$ cat src/rtl/ddr3_pwrup_pkg.sv
package ddr3_pwrup_pkg;

  typedef enum logic [2:0] {
    ST_IDLE,
    ST_RST_HOLD,
    ST_CKE_WAIT,
    ST_INIT_WAIT,
    ST_DONE,
    ST_FAIL
  } seq_state_e;

  localparam int unsigned TWR_NS = 15;

  // Write-recovery code derived from the memory clock in MHz.
  function automatic logic [2:0] wr_code(input int unsigned mhz);
    int unsigned twr_ck;
    twr_ck = (TWR_NS * mhz + 999) / 1000;
    if (twr_ck < 5)        return 3'd1;
    else if (twr_ck <= 8)  return 3'(twr_ck - 4);
    else if (twr_ck <= 10) return 3'd5;
    else                   return 3'd6;
  endfunction

endpackage

$ cat src/rtl/us_interval_timer.sv
module us_interval_timer #(
  parameter int CNT_W = 8
) (
  input  logic             clk,
  input  logic             rst_n,
  input  logic             clr_i,
  input  logic             en_i,
  input  logic             tick_i,
  input  logic [CNT_W-1:0] last_i,
  output logic             expire_o
);
  logic [CNT_W-1:0] cnt_q;

  assign expire_o = en_i && tick_i && (cnt_q == last_i);

  always_ff @(posedge clk or negedge rst_n) begin
    if (!rst_n)              cnt_q <= '0;
    else if (clr_i)          cnt_q <= '0;
    else if (en_i && tick_i) cnt_q <= expire_o ? '0 : cnt_q + CNT_W'(1);
  end
endmodule

$ cat src/rtl/mr0_encoder.sv
module mr0_encoder
  import ddr3_pwrup_pkg::*;
#(
  parameter int CAS_W  = 4,
  parameter int FREQ_W = 11,
  parameter int MR_W   = 16
) (
  input  logic              clk,
  input  logic              rst_n,
  input  logic [CAS_W-1:0]  cas_i,
  input  logic [FREQ_W-1:0] mhz_i,
  output logic [MR_W-1:0]   mr0_o
);
  localparam int CL_LSB = 4;
  localparam int WR_LSB = 9;

  logic [2:0]      cl_code;
  logic [2:0]      wr_val;
  logic [MR_W-1:0] word;

  assign cl_code = 3'(cas_i - CAS_W'(4));
  assign wr_val  = wr_code(32'(mhz_i));

  always_comb begin
    word                  = '0;
    word[CL_LSB +: 3]     = cl_code;
    word[WR_LSB +: 3]     = wr_val;
  end

  always_ff @(posedge clk or negedge rst_n) begin
    if (!rst_n) mr0_o <= '0;
    else        mr0_o <= word;
  end
endmodule

$ cat src/rtl/ddr3_pwrup_seq.sv
module ddr3_pwrup_seq
  import ddr3_pwrup_pkg::*;
#(
  parameter int HOLD_US = 200,
  parameter int CKE_US  = 500,
  parameter int TMO_US  = 1000000,
  parameter int CAS_W   = 4,
  parameter int FREQ_W  = 11,
  parameter int MR_W    = 16
) (
  input  logic              clk,
  input  logic              rst_n,
  input  logic              start_i,
  input  logic              us_tick_i,
  input  logic              rev_hi_i,
  input  logic              init_busy_i,
  input  logic [CAS_W-1:0]  cas_lat_i,
  input  logic [FREQ_W-1:0] clk_mhz_i,
  output logic              mem_rst_ctl_o,
  output logic              cke_o,
  output logic              init_go_o,
  output logic              done_o,
  output logic              timeout_o,
  output logic [MR_W-1:0]   mr0_o
);
  localparam int LIM_A   = (HOLD_US > CKE_US) ? HOLD_US : CKE_US;
  localparam int LIM_MAX = (TMO_US > LIM_A) ? TMO_US : LIM_A;
  localparam int CNT_W   = $clog2(LIM_MAX + 1);
  localparam logic [CNT_W-1:0] HOLD_LAST = CNT_W'(HOLD_US - 1);
  localparam logic [CNT_W-1:0] CKE_LAST  = CNT_W'(CKE_US - 1);
  localparam logic [CNT_W-1:0] TMO_LAST  = CNT_W'(TMO_US - 1);

  seq_state_e       state_q;
  logic             rev_q;
  logic             seen_q;
  logic             run_w;
  logic             pre_cke_w;
  logic             accept_w;
  logic             expire_w;
  logic [CNT_W-1:0] last_w;

  assign pre_cke_w = (state_q == ST_RST_HOLD) || (state_q == ST_CKE_WAIT);
  assign run_w     = pre_cke_w || (state_q == ST_INIT_WAIT);
  assign accept_w  = start_i && !run_w;

  always_comb begin
    case (state_q)
      ST_RST_HOLD: last_w = HOLD_LAST;
      ST_CKE_WAIT: last_w = CKE_LAST;
      default:     last_w = TMO_LAST;
    endcase
  end

  us_interval_timer #(.CNT_W(CNT_W)) u_timer (
    .clk      (clk),
    .rst_n    (rst_n),
    .clr_i    (accept_w),
    .en_i     (run_w),
    .tick_i   (us_tick_i),
    .last_i   (last_w),
    .expire_o (expire_w)
  );

  always_ff @(posedge clk or negedge rst_n) begin
    if (!rst_n) begin
      state_q       <= ST_IDLE;
      rev_q         <= 1'b0;
      seen_q        <= 1'b0;
      mem_rst_ctl_o <= 1'b1;
      cke_o         <= 1'b0;
      init_go_o     <= 1'b0;
      done_o        <= 1'b0;
      timeout_o     <= 1'b0;
    end else begin
      init_go_o <= 1'b0;
      case (state_q)
        ST_RST_HOLD: begin
          if (expire_w) begin
            mem_rst_ctl_o <= ~rev_q;
            state_q       <= ST_CKE_WAIT;
          end
        end
        ST_CKE_WAIT: begin
          if (expire_w) begin
            cke_o     <= 1'b1;
            init_go_o <= 1'b1;
            state_q   <= ST_INIT_WAIT;
          end
        end
        ST_INIT_WAIT: begin
          if (init_busy_i) seen_q <= 1'b1;
          if (seen_q && !init_busy_i) begin
            done_o  <= 1'b1;
            state_q <= ST_DONE;
          end else if (expire_w) begin
            timeout_o <= 1'b1;
            state_q   <= ST_FAIL;
          end
        end
        default: begin
          if (start_i) begin
            rev_q         <= rev_hi_i;
            mem_rst_ctl_o <= rev_hi_i;
            seen_q        <= 1'b0;
            cke_o         <= 1'b0;
            done_o        <= 1'b0;
            timeout_o     <= 1'b0;
            state_q       <= ST_RST_HOLD;
          end
        end
      endcase
    end
  end

  mr0_encoder #(.CAS_W(CAS_W), .FREQ_W(FREQ_W), .MR_W(MR_W)) u_mr0 (
    .clk   (clk),
    .rst_n (rst_n),
    .cas_i (cas_lat_i),
    .mhz_i (clk_mhz_i),
    .mr0_o (mr0_o)
  );
endmodule

$ cat config.mk
export PLATFORM = sky130hd
export DESIGN_NAME = ddr3_pwrup_seq
export DESIGN_NICKNAME = d
export VERILOG_FILES = /design/src/rtl/ddr3_pwrup_pkg.sv /design/src/rtl/us_interval_timer.sv /design/src/rtl/mr0_encoder.sv /design/src/rtl/ddr3_pwrup_seq.sv
export SDC_FILE = /design/constraint.sdc
export NUM_CORES = 1
export LEC_CHECK = 0
export BUFFER_PORTS_ARGS = -buffer_cell sky130_fd_sc_hd__buf_2
export CORE_MARGIN = 2
export CORE_UTILIZATION = 45
export CTS_CLUSTER_SIZE = 16
export DETAILED_ROUTE_END_ITERATION = 7
export GPL_TIMING_DRIVEN = 0
export PLACE_DENSITY = 0.59
export SKIP_LAST_GASP = 1
export SLEW_MARGIN = 20
export SYNTH_ARGS = -nofsm -noshare
export SYNTH_HDL_FRONTEND = slang
export SYNTH_SLANG_ARGS = --single-unit
$ cat constraint.sdc
create_clock -name clk -period 2.7 [get_ports clk]
set_input_delay 0.135 -clock clk [delete_from_list [all_inputs] [get_ports clk]]
set_output_delay 0.135 -clock clk [all_outputs]
set_load 0.005 [all_outputs]
==> results_dict.tcl, run 1 <==
set metrics [dict create \
    place.gp.congestion 0.808 \
    grt_max_degree 37 \
    dr.pass1.iters 4 \
    cpPeakStageDelay_ps 560 \
    relSlewSlack 0.317 \
    grt_pass1_vias 4423 \
    vias_per_cell 5.59 \
    rows 38 \
    netlist_area_um2 5050 \
    startpoint_type "input port" \
    syn_avg_cell_area_um2 8.52 \
    portBuffers 30 \
    vias 4702 \
    antenna_left 0 \
    setup_slack_ps -5300 \
    layout_min_cycle_time_ps 8000 \
    max_freq_ghz 0.125 \
    synth.yosys.seq_area_share 0.179 \
    cts-root-buf "clkbuf_8" \
    tightestPinTransition_ps 1020 \
    path_common_cell "buf_6" \
    wire_per_inst_um 14.7 \
    post-route-drc-count 0 \
    rsz0062_at_grt "yes" \
    wl_um 12400 \
    cts_sinks 36 \
    async_flop_share 1.00 \
    htreeDepth 2 \
    hpwl_um 8820 \
    regMostFlops "u_timer.cnt_q" \
    rr_worst_depth 10 \
    fin_worst_skew_ps 5.71 \
    drive_above_1_share 0.348 \
    violations "negative setup slack" \
    synth_edf_count 0 \
    synthCells 593 \
    largest_register_ffs 20 \
    die_h_um 110 \
    drv_cap 0 \
    die_x_um 110 \
    clock_latency_ps 300 \
    outcome "finished with violations" \
    synthFlopType "dfrtp_1" \
    pin_count 42 \
    start_util 0.464 \
    coreArea_um2 10900 \
    grt-ovfl-total 0 \
    place_area_um2 5460 \
    final_max_slew_viol_count 0 \
    cts_tree "yes" \
    cp_data_arrival_time_ps 8220 \
    grt_pass1_wl_um 19900 \
    whs_path_depth 3 \
    area_delta_synth_final_pct 29.3 \
    antenna_found_initial 0 \
    hold_violations 0 \
    yosysWarnings 0 \
    crit_required_ps 2920 \
    cts_buffer_depth 2 \
    grt.total_usage 0.204 \
    antenna_cells 0 \
    crit_type "in -> reg" \
    cts_buffers 5 \
    ys_seq_elements 36 \
    clkTransAtPathRegs_ps 70 \
    cp_max_fo 6 \
    dieArea_um2 12100 \
    hp-class "in -> reg" \
    worstSetupEndpointType "register" \
    top_regs "u_timer.cnt_q (20), u_mr0.mr0_o (6), state_q (3)" \
    setup_viol 3 \
    finalCritPeriodShare 2.96 \
    design_area_um2 6530 \
    cp_slowest_cell "fa_2" \
    drtIter0Drc 192 \
    synth_cell_types 112 \
    fin_nets 772 \
]
## path summary, 6_finish.rpt
check	startpoint	to	slack (ps)
setup / recovery	clk_mhz_i[1]	u_mr0.mr0_o[9]	-5300
hold / removal	rev_hi_i	rev_q	40
setup reg to reg	state_q[2]	u_timer.cnt_q[13]	190
hold reg to reg	cke_o	cke_o	480
max in group asynchronous	rst_n	state_q[2]	1700
min in group asynchronous	rst_n	u_timer.cnt_q[1]	460
## metal layers
metal  track usage  wire length, um  vias up
met3        0.0196              381       15
li1              -                -     2350
met1         0.246             5280     2252
met2         0.377             6510       85
met5             0                0        -
met4        0.0624              236        0
## per-stage QoR
step	util	worst slack [ps]	instances	TNS, ps	hold WS (ps)
floorplan	-	-5210	602	-13940	-161
global placement	0.502	-6050	772	-22280	245
detailed placement	0.502	-6150	772	-22350	247
CTS	0.560	-5140	817	-13710	37.2
global route	0.600	-5550	841	-14870	42.3
finish	0.600	-5300	841	-14240	44.3
## cell type report
cell class              count  area (um^2)
flip-flops and latches     36          903
fillers                   948         4360
clock inverters             2         10.0
multi-input cells         490         4260
plain buffers              25          219
inverters                  49          195
well taps                 140          175
repair buffers             93          688
clock buffers               6         82.6
## synthesized netlist by cell type, types with 4 or more instances
master	number	area, um^2
a21o_1	8	60.1
a21oi_1	26	130
a31oi_1	7	43.8
and2_1	4	25.0
and3_1	7	43.8
buf_4	11	82.6
buf_6	7	78.8
clkbuf_1	7	26.3
dfrtp_1	35	876
fa_1	19	380
ha_1	32	400
inv_1	48	180
mux2i_1	6	60.1
nand2_1	41	154
nand2b_1	5	31.3
nand3_1	16	80.1
nand4_1	16	100
nor2_1	55	206
nor2_2	4	25.0
nor2b_1	8	50.1
nor3_1	16	80.1
nor4_1	6	37.5
o211ai_1	8	60.1
o21a_1	4	30.0
o21ai_0	28	140
o31ai_1	5	37.5
or2_2	4	25.0
xnor2_1	20	175
xor2_1	17	149
## placed cells by master (no fill, tap or decap), types with 5 or more instances in the layout
cell      synthesis  final
nand4_1          16     16
nand3_1          16     14
conb_1            1     10
fa_1             19     17
o21ai_0          28     28
xnor2_1          20     19
nand2b_1          5      5
a21oi_1          26     18
xor2_1           17     17
nor2b_1           8      8
buf_2             0     25
inv_2             0      7
a21o_1            8      8
a31oi_1           7      7
o31ai_1           5      5
inv_1            48     38
ha_4              0      6
buf_4            11     67
a21oi_2           3      7
nor2_1           55     54
nor3_1           16     11
and3_1            7      7
clkbuf_8          3      9
nand2_2           1      5
dfrtp_1          35     34
a211oi_4          2      5
buf_6             7     11
o211ai_1          8      8
nand2_1          41     35
ha_1             32     24
## logic make-up after synthesis
group,Yosys count,share of synthesized area
AOI/OAI and AO/OA,155,0.249
and+or+nand+nor,222,0.237
muxes,10,0.0243
xor gates and xnor gates,38,0.0674
buffers and inverters,77,0.0817
other,1,0.000742
adders and majority gates,54,0.161
DFF,36,0.179
## timing repair
| action | in CTS | in global routing |
|---|---|---|
| setup endpoints to repair | 22 | 17 |
| endpoints found under the hold margin | 38 | 0 |
| setup buffers | 33 | 26 |
| pin swaps | 41 | 50 |
| hold buffers | 4 | 0 |
| gates resized for setup | 46 | 55 |
| cloned | 1 | 0 |
## critical path: cells and delay by family
| family | cells | cell delay (ps) |
|---|---|---|
| fa+ha+maj | 5 | 1870 |
| mux | 2 | 630 |
| buf+inv | 7 | 780 |
| xor+xnor | 1 | 130 |
| simple gates | 8 | 1770 |
| compound gates | 12 | 2900 |
Power of run 1 is not shown: default switching activity piles up to over one toggle a cycle in this logic, so the estimate is an artifact.
==> inputs of run 2 (changes only) <==
SYNTH_HIERARCHICAL = 1   (was default)
==> run 2 against run 1 <==
Net effect: the flow finishes with violations (design-rule violations, negative setup slack); utilization is 2.6 points higher; die area grew 5.4%; non-clock buffer count is 20 higher.
==> results_dict.tcl, run 2 <==
set metrics [dict create \
    grt_pass1_vias 5102 \
    vias_per_cell 5.74 \
    synth_edf_count 0 \
    antenna_left 0 \
    finalCritPeriodShare 2.98 \
    hp-class "in -> reg" \
    final_max_slew_viol_count 0 \
    setup_viol 3 \
    antenna_found_initial 0 \
    drtIter0Drc 317 \
    synthCells 645 \
    wl_um 14200 \
    clock_latency_ps 280 \
    setup_slack_ps -5340 \
    grt-ovfl-total 0 \
    coreArea_um2 11500 \
    area_delta_synth_final_pct 35.1 \
    synth_most_common_cell "inv_1" \
    layout.cells.non_filler 918 \
    final_core_util 0.626 \
    crit_required_ps 2830 \
    portBuffers 30 \
    rsz0062_at_grt "yes" \
    layout_min_cycle_time_ps 8040 \
    post-route-drc-count 1 \
    antenna_cells 0 \
    startpoint_type "input port" \
    rows 39 \
    cts_buffers 5 \
    crit_type "in -> reg" \
    cts_tree "yes" \
    clkTransAtPathRegs_ps 50 \
    outcome "finished with violations" \
    cpPeakStageDelay_ps 560 \
    start_util 0.463 \
    netlist_area_um2 5340 \
    finalSetupTns_ps -14100 \
    synth_top_cell_by_area "dfrtp_1" \
    die_h_um 113 \
    hpwl_um 9980 \
    place.gp.congestion 0.913 \
    top_regs "u_timer/cnt_q (20), u_mr0/mr0_o (6), state_q (3)" \
    synth_area_leaders "dfrtp_1 16%, ha_1 7.5%, fa_1 7.1%" \
    fill_cells 976 \
    hold_slack_ps 84.7 \
    fin_nets 846 \
    cts_sinks 36 \
    grt_max_degree 37 \
    syn_avg_cell_area_um2 8.27 \
    async_flop_share 1.00 \
    cp_data_arrival_time_ps 8170 \
    max_freq_ghz 0.124 \
    wire_per_inst_um 15.5 \
    drv_cap 0 \
    tightestPinTransition_ps 1110 \
    worstSetupEndpointType "register" \
    fin_worst_skew_ps 4.92 \
    final_common_cell "buf_4" \
    violations "design-rule violations, negative setup slack" \
    regArea_um2 905 \
    die_x_um 113 \
    placed_cells 832 \
    ys_seq_elements 36 \
    synth.yosys.seq_area_share 0.169 \
    synth_top_area_share 0.164 \
    grt.total_usage 0.215 \
    pin_count 42 \
    regMostFlops "u_timer/cnt_q" \
    htreeDepth 2 \
    dr.pass1.iters 7 \
    synthFlopType "dfrtp_1" \
    layout_common_cells "84 x buf_4, 50 x inv_1, 50 x nor2_1, 35 x nand2_1, 35 x xor2_1" \
    relSlewSlack 0.260 \
    cts-root-buf "clkbuf_16" \
    synth_cell_types 96 \
    vias 5265 \
    dieArea_um2 12700 \
    largest_register_ffs 20 \
    grt_pass1_wl_um 23400 \
    cp_max_fo 9 \
    multi_input_area_um2 4740 \
    cts_buffer_depth 2 \
    drive_above_1_share 0.359 \
    hold_violations 0 \
    yosysWarnings 6 \
    synth_top_cells_by_count "57 x inv_1, 55 x nor2_1, 41 x nand2_1" \
    cp_slowest_cell "fa_2" \
]
run 2: cell count changes after synthesis, moves of 5 or more:
cell	change
and2_1	+5
nor4_1	+5
xor2_1	+19
buf_6	-6
a211oi_1	+14
or3_1	+6
o31ai_1	-5
o211ai_1	-5
xnor2_1	+6
buf_2	+12
inv_1	+9
run 2: per-stage QoR:
step | setup slack (ps) | instance area (um^2)
4_1_cts | -5230 | 6740
5_1_grt | -5610 | 7210
2_1_floorplan | -5130 | 5570
3_5_place_dp | -6250 | 5890
3_3_place_gp | -6210 | 5890
6_report | -5340 | 7210
run 2: layout make-up:
class / instances / area share
Buffer: 27 / 0.0264
Sequential cell: 36 / 0.126
Tap cell: 143 / 0.0248
Multi-Input combinational cell: 534 / 0.658
Inverter: 59 / 0.0319
Clock inverter: 1 / 0.000694
Clock buffer: 7 / 0.0184
Timing Repair Buffer: 111 / 0.114
run 2: path summary, 6_finish.rpt:
check,from,end,slack (ps),depth (start not counted)
max,clk_mhz_i[2],u_mr0/mr0_o[10],-5340,31
min,rev_hi_i,mem_rst_ctl_o,80,3
max reg2reg,state_q[2],state_q[1],40,10
min reg2reg,rev_q,mem_rst_ctl_o,430,1
max in group asynchronous,rst_n,state_q[0],1650,2
min in group asynchronous,rst_n,state_q[1],490,2
run 2: what timing repair did:
| action | CTS | global route |
|---|---|---|
| buffers inserted | 44 | 35 |
| gates resized for setup | 77 | 49 |
| cloned | 0 | 0 |
| hold buffers | 4 | 0 |
| pin swaps | 46 | 39 |
| endpoints found under the hold margin | 38 | 0 |
| endpoints found under the setup margin | 10 | 7 |
run 2: critical path: cells and delay by family:
kind / cells / cell delay, ps
adder cells (fa/ha/maj): 4 / 1660
buffers and inverters: 6 / 590
AND/OR/NAND/NOR: 8 / 2370
AO/OA/AOI/OAI: 12 / 3040
multiplexers: 1 / 350
run 2: logic make-up (layout without fill, tap and decap cells):
family	count (synthesis)	after routing	synth area share
compound gates	164	164	0.232
xor+xnor	63	63	0.105
fa+ha+maj	53	53	0.150
buf+inv	89	205	0.0741
flops	36	36	0.169
mux	13	13	0.0270
other cells	3	17	0.00211
simple gates	224	224	0.241
run 2: layer usage:
metal / vias up / GRT usage / routed length, um
met1: 2536 / 0.263 / 5810
met5: - / 0 / 0
met3: 31 / 0.0177 / 453
met2: 129 / 0.400 / 7620
met4: 0 / 0.0699 / 321
li1: 2569 / - / -
Power of run 2 is left out for the same reason.
